**src/rtl/hps_pkg.sv**
```systemverilog
package hps_pkg;

    typedef enum logic [1:0] {
        SEL_CTL     = 2'b00,
        SEL_DAT_INC = 2'b01,
        SEL_ADR     = 2'b10,
        SEL_DAT     = 2'b11
    } hsel_e;

    typedef enum logic [1:0] {
        ST_IDLE,
        ST_FETCH,
        ST_STORE,
        ST_PREFETCH
    } hps_state_e;

    typedef struct packed {
        hsel_e sel;
        logic  rd;
        logic  hi;
    } hacc_t;

endpackage

```
**src/rtl/hps_sync.sv**
```systemverilog
module hps_sync #(
    parameter int             W       = 1,
    parameter logic [W-1:0]   RST_VAL = '0
) (
    input  logic         clk,
    input  logic         rst_n,
    input  logic [W-1:0] d,
    output logic [W-1:0] q
);
    logic [W-1:0] meta;

    always_ff @(posedge clk or negedge rst_n) begin
        if (!rst_n) begin
            meta <= RST_VAL;
            q    <= RST_VAL;
        end else begin
            meta <= d;
            q    <= meta;
        end
    end
endmodule

```
**src/rtl/hps_front.sv**
```systemverilog
module hps_front import hps_pkg::*; #(
    parameter bit LATCH_ON_AS = 1'b0
) (
    input  logic  clk,
    input  logic  rst_n,
    input  logic  cs_n,
    input  logic  ds1_n,
    input  logic  ds2_n,
    input  logic  as_n,
    input  hacc_t sel_in,
    output hacc_t acc,
    output logic  start,
    output logic  rise,
    output logic  active
);
    logic  stb_n;
    logic  stb_q;
    logic  as_q;
    logic  fall;
    logic  as_fall;
    hacc_t as_hold;
    hacc_t src;

    // composite strobe: active low when selected and exactly one data strobe low
    assign stb_n   = ~(ds1_n ^ ds2_n) | cs_n;
    assign fall    = stb_q & ~stb_n;
    assign rise    = ~stb_q & stb_n;
    assign as_fall = as_q & ~as_n;
    assign active  = ~stb_q;

    // selects captured at the same edge as the address strobe are taken directly
    assign src = (LATCH_ON_AS && !as_fall) ? as_hold : sel_in;

    always_ff @(posedge clk or negedge rst_n) begin
        if (!rst_n) begin
            stb_q   <= 1'b1;
            as_q    <= 1'b1;
            start   <= 1'b0;
            as_hold <= '0;
            acc     <= '0;
        end else begin
            stb_q <= stb_n;
            as_q  <= as_n;
            start <= fall;
            if (as_fall) as_hold <= sel_in;
            if (fall)    acc     <= src;
        end
    end
endmodule

```
**src/rtl/hps_ctrl.sv**
```systemverilog
module hps_ctrl import hps_pkg::*; (
    input  logic       clk,
    input  logic       rst_n,
    input  logic       start,
    input  logic       rise,
    input  hacc_t      acc,
    input  logic       pf_valid,
    input  logic       mem_ack,
    output hps_state_e state,
    output logic       busy,
    output logic       mem_req,
    output logic       mem_we,
    output logic       ld_rdata,
    output logic       inc_addr,
    output logic       pf_set,
    output logic       pf_take
);
    hps_state_e nxt;
    logic       inc_q;
    logic       dat_sel;
    logic       rd_first;
    logic       wr_second;
    logic       inc_rd_second;

    assign dat_sel       = (acc.sel == SEL_DAT) || (acc.sel == SEL_DAT_INC);
    assign rd_first      = start && dat_sel && acc.rd && !acc.hi;
    assign wr_second     = rise && dat_sel && !acc.rd && acc.hi;
    assign inc_rd_second = rise && (acc.sel == SEL_DAT_INC) && acc.rd && acc.hi;

    always_comb begin
        nxt = state;
        unique case (state)
            ST_IDLE: begin
                if (rd_first && !pf_valid) nxt = ST_FETCH;
                else if (wr_second)        nxt = ST_STORE;
                else if (inc_rd_second)    nxt = ST_PREFETCH;
            end
            ST_FETCH, ST_STORE, ST_PREFETCH: begin
                if (mem_ack) nxt = ST_IDLE;
            end
            default: nxt = ST_IDLE;
        endcase
    end

    always_ff @(posedge clk or negedge rst_n) begin
        if (!rst_n) begin
            state <= ST_IDLE;
            inc_q <= 1'b0;
        end else begin
            state <= nxt;
            if (state == ST_IDLE && nxt == ST_STORE)
                inc_q <= (acc.sel == SEL_DAT_INC);
        end
    end

    always_comb begin
        busy     = 1'b0;
        mem_req  = 1'b0;
        mem_we   = 1'b0;
        ld_rdata = 1'b0;
        inc_addr = 1'b0;
        pf_set   = 1'b0;
        pf_take  = 1'b0;
        unique case (state)
            ST_IDLE: begin
                pf_take  = rd_first && pf_valid;
                inc_addr = (nxt == ST_PREFETCH);
            end
            ST_FETCH: begin
                busy     = 1'b1;
                mem_req  = 1'b1;
                ld_rdata = mem_ack;
            end
            ST_STORE: begin
                busy     = 1'b1;
                mem_req  = 1'b1;
                mem_we   = 1'b1;
                inc_addr = mem_ack && inc_q;
            end
            ST_PREFETCH: begin
                busy     = 1'b1;
                mem_req  = 1'b1;
                ld_rdata = mem_ack;
                pf_set   = mem_ack;
            end
            default: ;
        endcase
    end

    assert_req_hold_R7: assert property (@(posedge clk) disable iff (!rst_n)
        (mem_req && !mem_ack) |=> (mem_req && $stable(mem_we)));

    assert_fetch_start_R6: assert property (@(posedge clk) disable iff (!rst_n)
        (state == ST_IDLE && rd_first && !pf_valid) |=> (mem_req && !mem_we));
endmodule

```
**src/rtl/hostport_slave.sv**
```systemverilog
module hostport_slave import hps_pkg::*; #(
    parameter int HW          = 16,
    parameter bit LATCH_ON_AS = 1'b0
) (
    input  logic          clk,
    input  logic          rst_n,
    input  logic          h_cs_n,
    input  logic          h_ds1_n,
    input  logic          h_ds2_n,
    input  logic          h_as_n,
    input  logic [1:0]    h_sel,
    input  logic          h_rd,
    input  logic          h_hi,
    input  logic [HW-1:0] h_din,
    output logic [HW-1:0] h_dout,
    output logic          h_doe,
    output logic          h_rdy_n,
    output logic          mem_req,
    output logic          mem_we,
    output logic [2*HW-1:0] mem_addr,
    output logic [2*HW-1:0] mem_wdata,
    input  logic [2*HW-1:0] mem_rdata,
    input  logic          mem_ack,
    output logic [2*HW-1:0] ctl_reg
);
    localparam int RW   = 2 * HW;
    localparam int STEP = RW / 8;

    logic [3:0]    strb_raw;
    logic [3:0]    strb_s;
    logic [3:0]    sel_raw;
    logic [3:0]    sel_bits;
    hacc_t         sel_s;
    logic [HW-1:0] din_s;
    hacc_t         acc;
    logic          start;
    logic          rise;
    logic          active;
    hps_state_e    state;
    logic          busy;
    logic          ld_rdata;
    logic          inc_addr;
    logic          pf_set;
    logic          pf_take;
    logic [RW-1:0] ctl_q;
    logic [RW-1:0] adr_q;
    logic [RW-1:0] dat_q;
    logic          pf_q;
    logic [RW-1:0] rd_word;

    assign strb_raw = {h_cs_n, h_ds1_n, h_ds2_n, h_as_n};
    assign sel_raw  = {h_sel, h_rd, h_hi};
    assign sel_s    = hacc_t'(sel_bits);

    hps_sync #(.W(4), .RST_VAL(4'hF)) u_sync_strb (
        .clk(clk), .rst_n(rst_n), .d(strb_raw), .q(strb_s));

    hps_sync #(.W(4), .RST_VAL(4'h0)) u_sync_sel (
        .clk(clk), .rst_n(rst_n), .d(sel_raw), .q(sel_bits));

    hps_sync #(.W(HW), .RST_VAL('0)) u_sync_din (
        .clk(clk), .rst_n(rst_n), .d(h_din), .q(din_s));

    hps_front #(.LATCH_ON_AS(LATCH_ON_AS)) u_front (
        .clk(clk), .rst_n(rst_n),
        .cs_n(strb_s[3]), .ds1_n(strb_s[2]), .ds2_n(strb_s[1]), .as_n(strb_s[0]),
        .sel_in(sel_s), .acc(acc), .start(start), .rise(rise), .active(active));

    hps_ctrl u_ctrl (
        .clk(clk), .rst_n(rst_n), .start(start), .rise(rise), .acc(acc),
        .pf_valid(pf_q), .mem_ack(mem_ack), .state(state), .busy(busy),
        .mem_req(mem_req), .mem_we(mem_we), .ld_rdata(ld_rdata),
        .inc_addr(inc_addr), .pf_set(pf_set), .pf_take(pf_take));

    function automatic logic [RW-1:0] put_half(input logic [RW-1:0] w,
                                               input logic hi,
                                               input logic [HW-1:0] v);
        put_half = hi ? {v, w[HW-1:0]} : {w[RW-1:HW], v};
    endfunction

    always_ff @(posedge clk or negedge rst_n) begin
        if (!rst_n) begin
            ctl_q <= '0;
            adr_q <= '0;
            dat_q <= '0;
            pf_q  <= 1'b0;
        end else begin
            if (inc_addr) adr_q <= adr_q + RW'(STEP);
            if (ld_rdata) dat_q <= mem_rdata;
            if (pf_set)       pf_q <= 1'b1;
            else if (pf_take) pf_q <= 1'b0;
            if (rise && !acc.rd) begin
                unique case (acc.sel)
                    SEL_CTL: ctl_q <= put_half(ctl_q, acc.hi, din_s);
                    SEL_ADR: begin
                        adr_q <= put_half(adr_q, acc.hi, din_s);
                        pf_q  <= 1'b0;
                    end
                    SEL_DAT, SEL_DAT_INC: begin
                        dat_q <= put_half(dat_q, acc.hi, din_s);
                        pf_q  <= 1'b0;
                    end
                    default: ;
                endcase
            end
        end
    end

    always_comb begin
        unique case (acc.sel)
            SEL_CTL:              rd_word = ctl_q;
            SEL_ADR:              rd_word = adr_q;
            SEL_DAT, SEL_DAT_INC: rd_word = dat_q;
            default:              rd_word = dat_q;
        endcase
    end

    assign h_dout    = acc.hi ? rd_word[RW-1:HW] : rd_word[HW-1:0];
    assign h_doe     = active & acc.rd;
    assign h_rdy_n   = ~h_cs_n & busy;
    assign mem_addr  = adr_q;
    assign mem_wdata = dat_q;
    assign ctl_reg   = ctl_q;

    assert_ctl_adr_quiet_R8: assert property (@(posedge clk) disable iff (!rst_n)
        (rise && (acc.sel == SEL_CTL || acc.sel == SEL_ADR) && !busy) |=> !busy);

    assert_autoinc_step_R9: assert property (@(posedge clk) disable iff (!rst_n)
        (inc_addr && !rise) |=> (adr_q == $past(adr_q) + RW'(STEP)));

    assert_prefetch_flag_R10: assert property (@(posedge clk) disable iff (!rst_n)
        (state == ST_PREFETCH && mem_ack) |=> (pf_q && state == ST_IDLE));
endmodule

```
**config.mk**
```make
export PLATFORM = sky130hd
export DESIGN_NAME = hostport_slave
export DESIGN_NICKNAME = d
export VERILOG_FILES = /design/src/rtl/hps_pkg.sv /design/src/rtl/hps_sync.sv /design/src/rtl/hps_front.sv /design/src/rtl/hps_ctrl.sv /design/src/rtl/hostport_slave.sv
export SDC_FILE = /design/constraint.sdc
export NUM_CORES = 1
export LEC_CHECK = 0
export BUFFER_PORTS_ARGS = -buffer_cell sky130_fd_sc_hd__buf_2
export CAP_MARGIN = 20
export CORE_AREA = 2 2 122 124
export CTS_CLUSTER_DIAMETER = 200
export DETAILED_ROUTE_END_ITERATION = 8
export DIE_AREA = 0 0 124 126
export HOLD_SLACK_MARGIN = 0.05
export PLACE_DENSITY = 0.77
export SYNTH_ARGS = -nofsm -noshare
export SYNTH_HDL_FRONTEND = slang
export SYNTH_SLANG_ARGS = --single-unit
```
**constraint.sdc**
```tcl
create_clock -name clk -period 2.29 [get_ports clk]
set_input_delay 0.458 -clock clk [delete_from_list [all_inputs] [get_ports clk]]
set_output_delay 0.458 -clock clk [all_outputs]
set_load 0.03 [all_outputs]
```
==> qor.txt <==
Layout cells sized above 1: 44.1%
Clk sinks: 152
Root Driver: clkbuf_16
Die Area: 0.0156 sq mm
Leak: 4.23 nW
R2R cell count: 7
Syn avg cell area: 11.9 sq um
Register bit total from synthesis: 152
Post-route cell area: 0.00906 sq mm
Starting Density: 48.7%
CP arrival: 2.07 ns
DRC errors left: 0
NumNets Final: 851
Violated checks: negative setup slack
Final weighted congestion in routability-driven placement: 0.963
Num CTS Buffers: 17
Global Route met2 Usage: 42.0%
Hold path depth: 1
Met1 GRT Util: 38.8%
CP Max Fanout: 29
Most frequent cells in the layout: buf_2, dfrtp_1, mux2_2, inv_1, nand2_1
Post-synthesis instance total: 588
Setup slack after layout: -0.241 ns
Die width: 124 um
Die H: 126 um
Period minus WS final: 2.53 ns
Layout Utilization: 63.3%
H-tree depth: 4
Core region area: 0.0143 sq mm
Post-DR wirelength/cell: 21.8 um
Yosys cell types: 60
HPWL Detailed: 15.6 mm
First-pass GRT wire length: 33.3 mm
Status: finished with violations
Worst R2R Start: u_sync_strb.q[2]$_DFF_PN1_
Cell Area, Synth: 0.00698 sq mm
Hold path start: h_ds1_n
Tot Pwr: 13.8 mW
Pins Over Slew Limit: 0
Worst EP required: 1.83 ns
DRT Pass-1 Iters: 7
Slew margin rel.: 65.0%
WS Path Type: reg -> out
Synth Net Count: 648
Grt ovf: 0
Clock tree buffer depth: 2
Syn. warnings: 0
CP endpoint kind: output pin
Initial antenna violation count: 0
Largest net degree at the start of global routing: 72
Routed Antenna Nets: 0
Worst Tran Pin Value: 0.522 ns
F_max: 0.395 GHz
Worst-skew pair later-pin latency: 0.43 ns
Final period utilization: 111%
Hold WC Path Type: in -> reg
RSZ-0062 raised after global routing: true
Drt initial violations: 608
EDFF count, synth: 0
Origin of the worst setup path: u_front.acc[3]$_DFFE_PN0P_
Peak VDD IR: 0.000694 V
Placed Instance Area: 0.00829 sq mm
Routed WL: 21.5 mm
Via count: 6027
Setup-failing EPs final: 16
Asr flop ratio synth: 100%
Most common cell after layout, fill and taps aside: buf_2
PwrDens: 1520 mW/mm^2
Vias per cell: 6.11
GRT busiest layer: met2
CTS tree: done
Tot GR Track Use: 28.4%
Max cap viols: 0
FP Rows: 44
Vias in the first global route: 6081
Clock Skews: 0.00747 ns
Buffers on Ports: 173
Met3 usage: 7.70%
Most used flip-flop cell after synthesis: dfrtp_1
Crit start category: flip-flop
I/O pin cnt: 175
ANT cells: 0
Register area share after synthesis: 54.7%
Worst-path clk slew: 0.06 ns
Synthesis-to-layout area growth: 29.8%
Final Hold Vio Count: 0
## critical path: stages, from the launching register on
cell and delay [ns]:
dfrtp_2 0.42, buf_12 0.20, mux2_2 0.36, mux4_2 0.49
buf_6 0.16
## layer usage
metal  vias to the layer above  share of wire (%)  routed length [um]
met4                         0                4.0                 851
met3                        89                9.5                2030
met2                       423                 47               10200
met5                         -                  0                   0
li1                       2580                  -                   -
met1                      2935                 39                8450
## cells in the mapped netlist (4+ instances only)
cell type / n / area share (%)
nor3_1: 4 / 0.29
nand2_1: 36 / 1.9
o211ai_1: 7 / 0.75
clkbuf_1: 13 / 0.70
nor2_1: 30 / 1.6
nand3_1: 24 / 1.7
mux2_2: 68 / 11
dfstp_2: 7 / 2.6
and2_1: 7 / 0.63
nand4_1: 9 / 0.81
dfrtp_1: 145 / 52
a311oi_1: 4 / 0.50
o21ai_0: 13 / 0.93
a211oi_1: 9 / 0.97
a21oi_1: 26 / 1.9
and3_1: 5 / 0.45
o21ai_1: 12 / 0.86
and4_1: 7 / 0.88
a22oi_1: 19 / 2.0
inv_1: 36 / 1.9
o22ai_1: 15 / 1.3
o311ai_1: 4 / 0.50
mux4_2: 16 / 5.2
buf_2: 16 / 1.1
mux2i_1: 4 / 0.57
## kinds of logic (layout without fill, tap and decap cells)
group / after synthesis / in the layout / synth area share [%]
AND/OR/NAND/NOR: 140 / 140 / 10.4
adder cells (fa/ha/maj): 1 / 1 / 0.179
AO/OA/AOI/OAI: 137 / 137 / 13.7
multiplexers: 88 / 88 / 16.7
XOR/XNOR: 4 / 4 / 0.502
flip-flops: 152 / 152 / 54.7
buffers and inverters: 66 / 281 / 3.84
## where the power goes
part           internal, mW  switching [mW]  total, mW
sequential             3.56            1.10       4.66
combinational          2.47            3.86       6.33
clock                  1.72            1.11       2.83
total                  7.75            6.07       13.8
## worst paths after layout
path,end,slack [ns]
worst min register to register,u_sync_sel.q[3]$_DFF_PN0_,0.35
min in group asynchronous,mem_wdata[17]$_DFFE_PN0P_,0.48
worst max-delay path,h_dout[5],-0.24
worst min-delay path,u_sync_strb.meta[2]$_DFF_PN1_,0.12
worst max register to register,mem_wdata[3]$_DFFE_PN0P_,0.13
max in group asynchronous,u_sync_strb.q[2]$_DFF_PN1_,1.09
## layout make-up
type | count | area (sq um)
inverters | 36 | 135
well taps | 184 | 230
flip-flops and latches | 152 | 3810
clock buffers | 21 | 480
fillers | 1076 | 5260
clock inverters | 10 | 116
multi-input cells | 370 | 2930
repair buffers | 214 | 1350
## stage by stage
| step | hold WS (ns) | worst slack (ns) | setup TNS (ns) | instances |
|---|---|---|---|---|
| after global placement | 0.331 | 0.165 | 0 | 952 |
| after detailed placement | 0.336 | 0.138 | 0 | 952 |
| after floorplan | 0.162 | 0.0185 | 0 | 588 |
| after CTS | 0.115 | -0.236 | -3.29 | 985 |
| after global routing | 0.113 | -0.273 | -3.73 | 987 |
| final | 0.124 | -0.241 | -3.32 | 987 |
## what timing repair did
item	4_1_cts	5_1_grt
pin swaps	0	0
gates resized for setup	35	12
hold buffers	1	0
hold endpoints to repair	28	0
cloned	1	0
setup buffers	0	2
endpoints found under the setup margin	16	37
(Power assumes the default switching activity.)
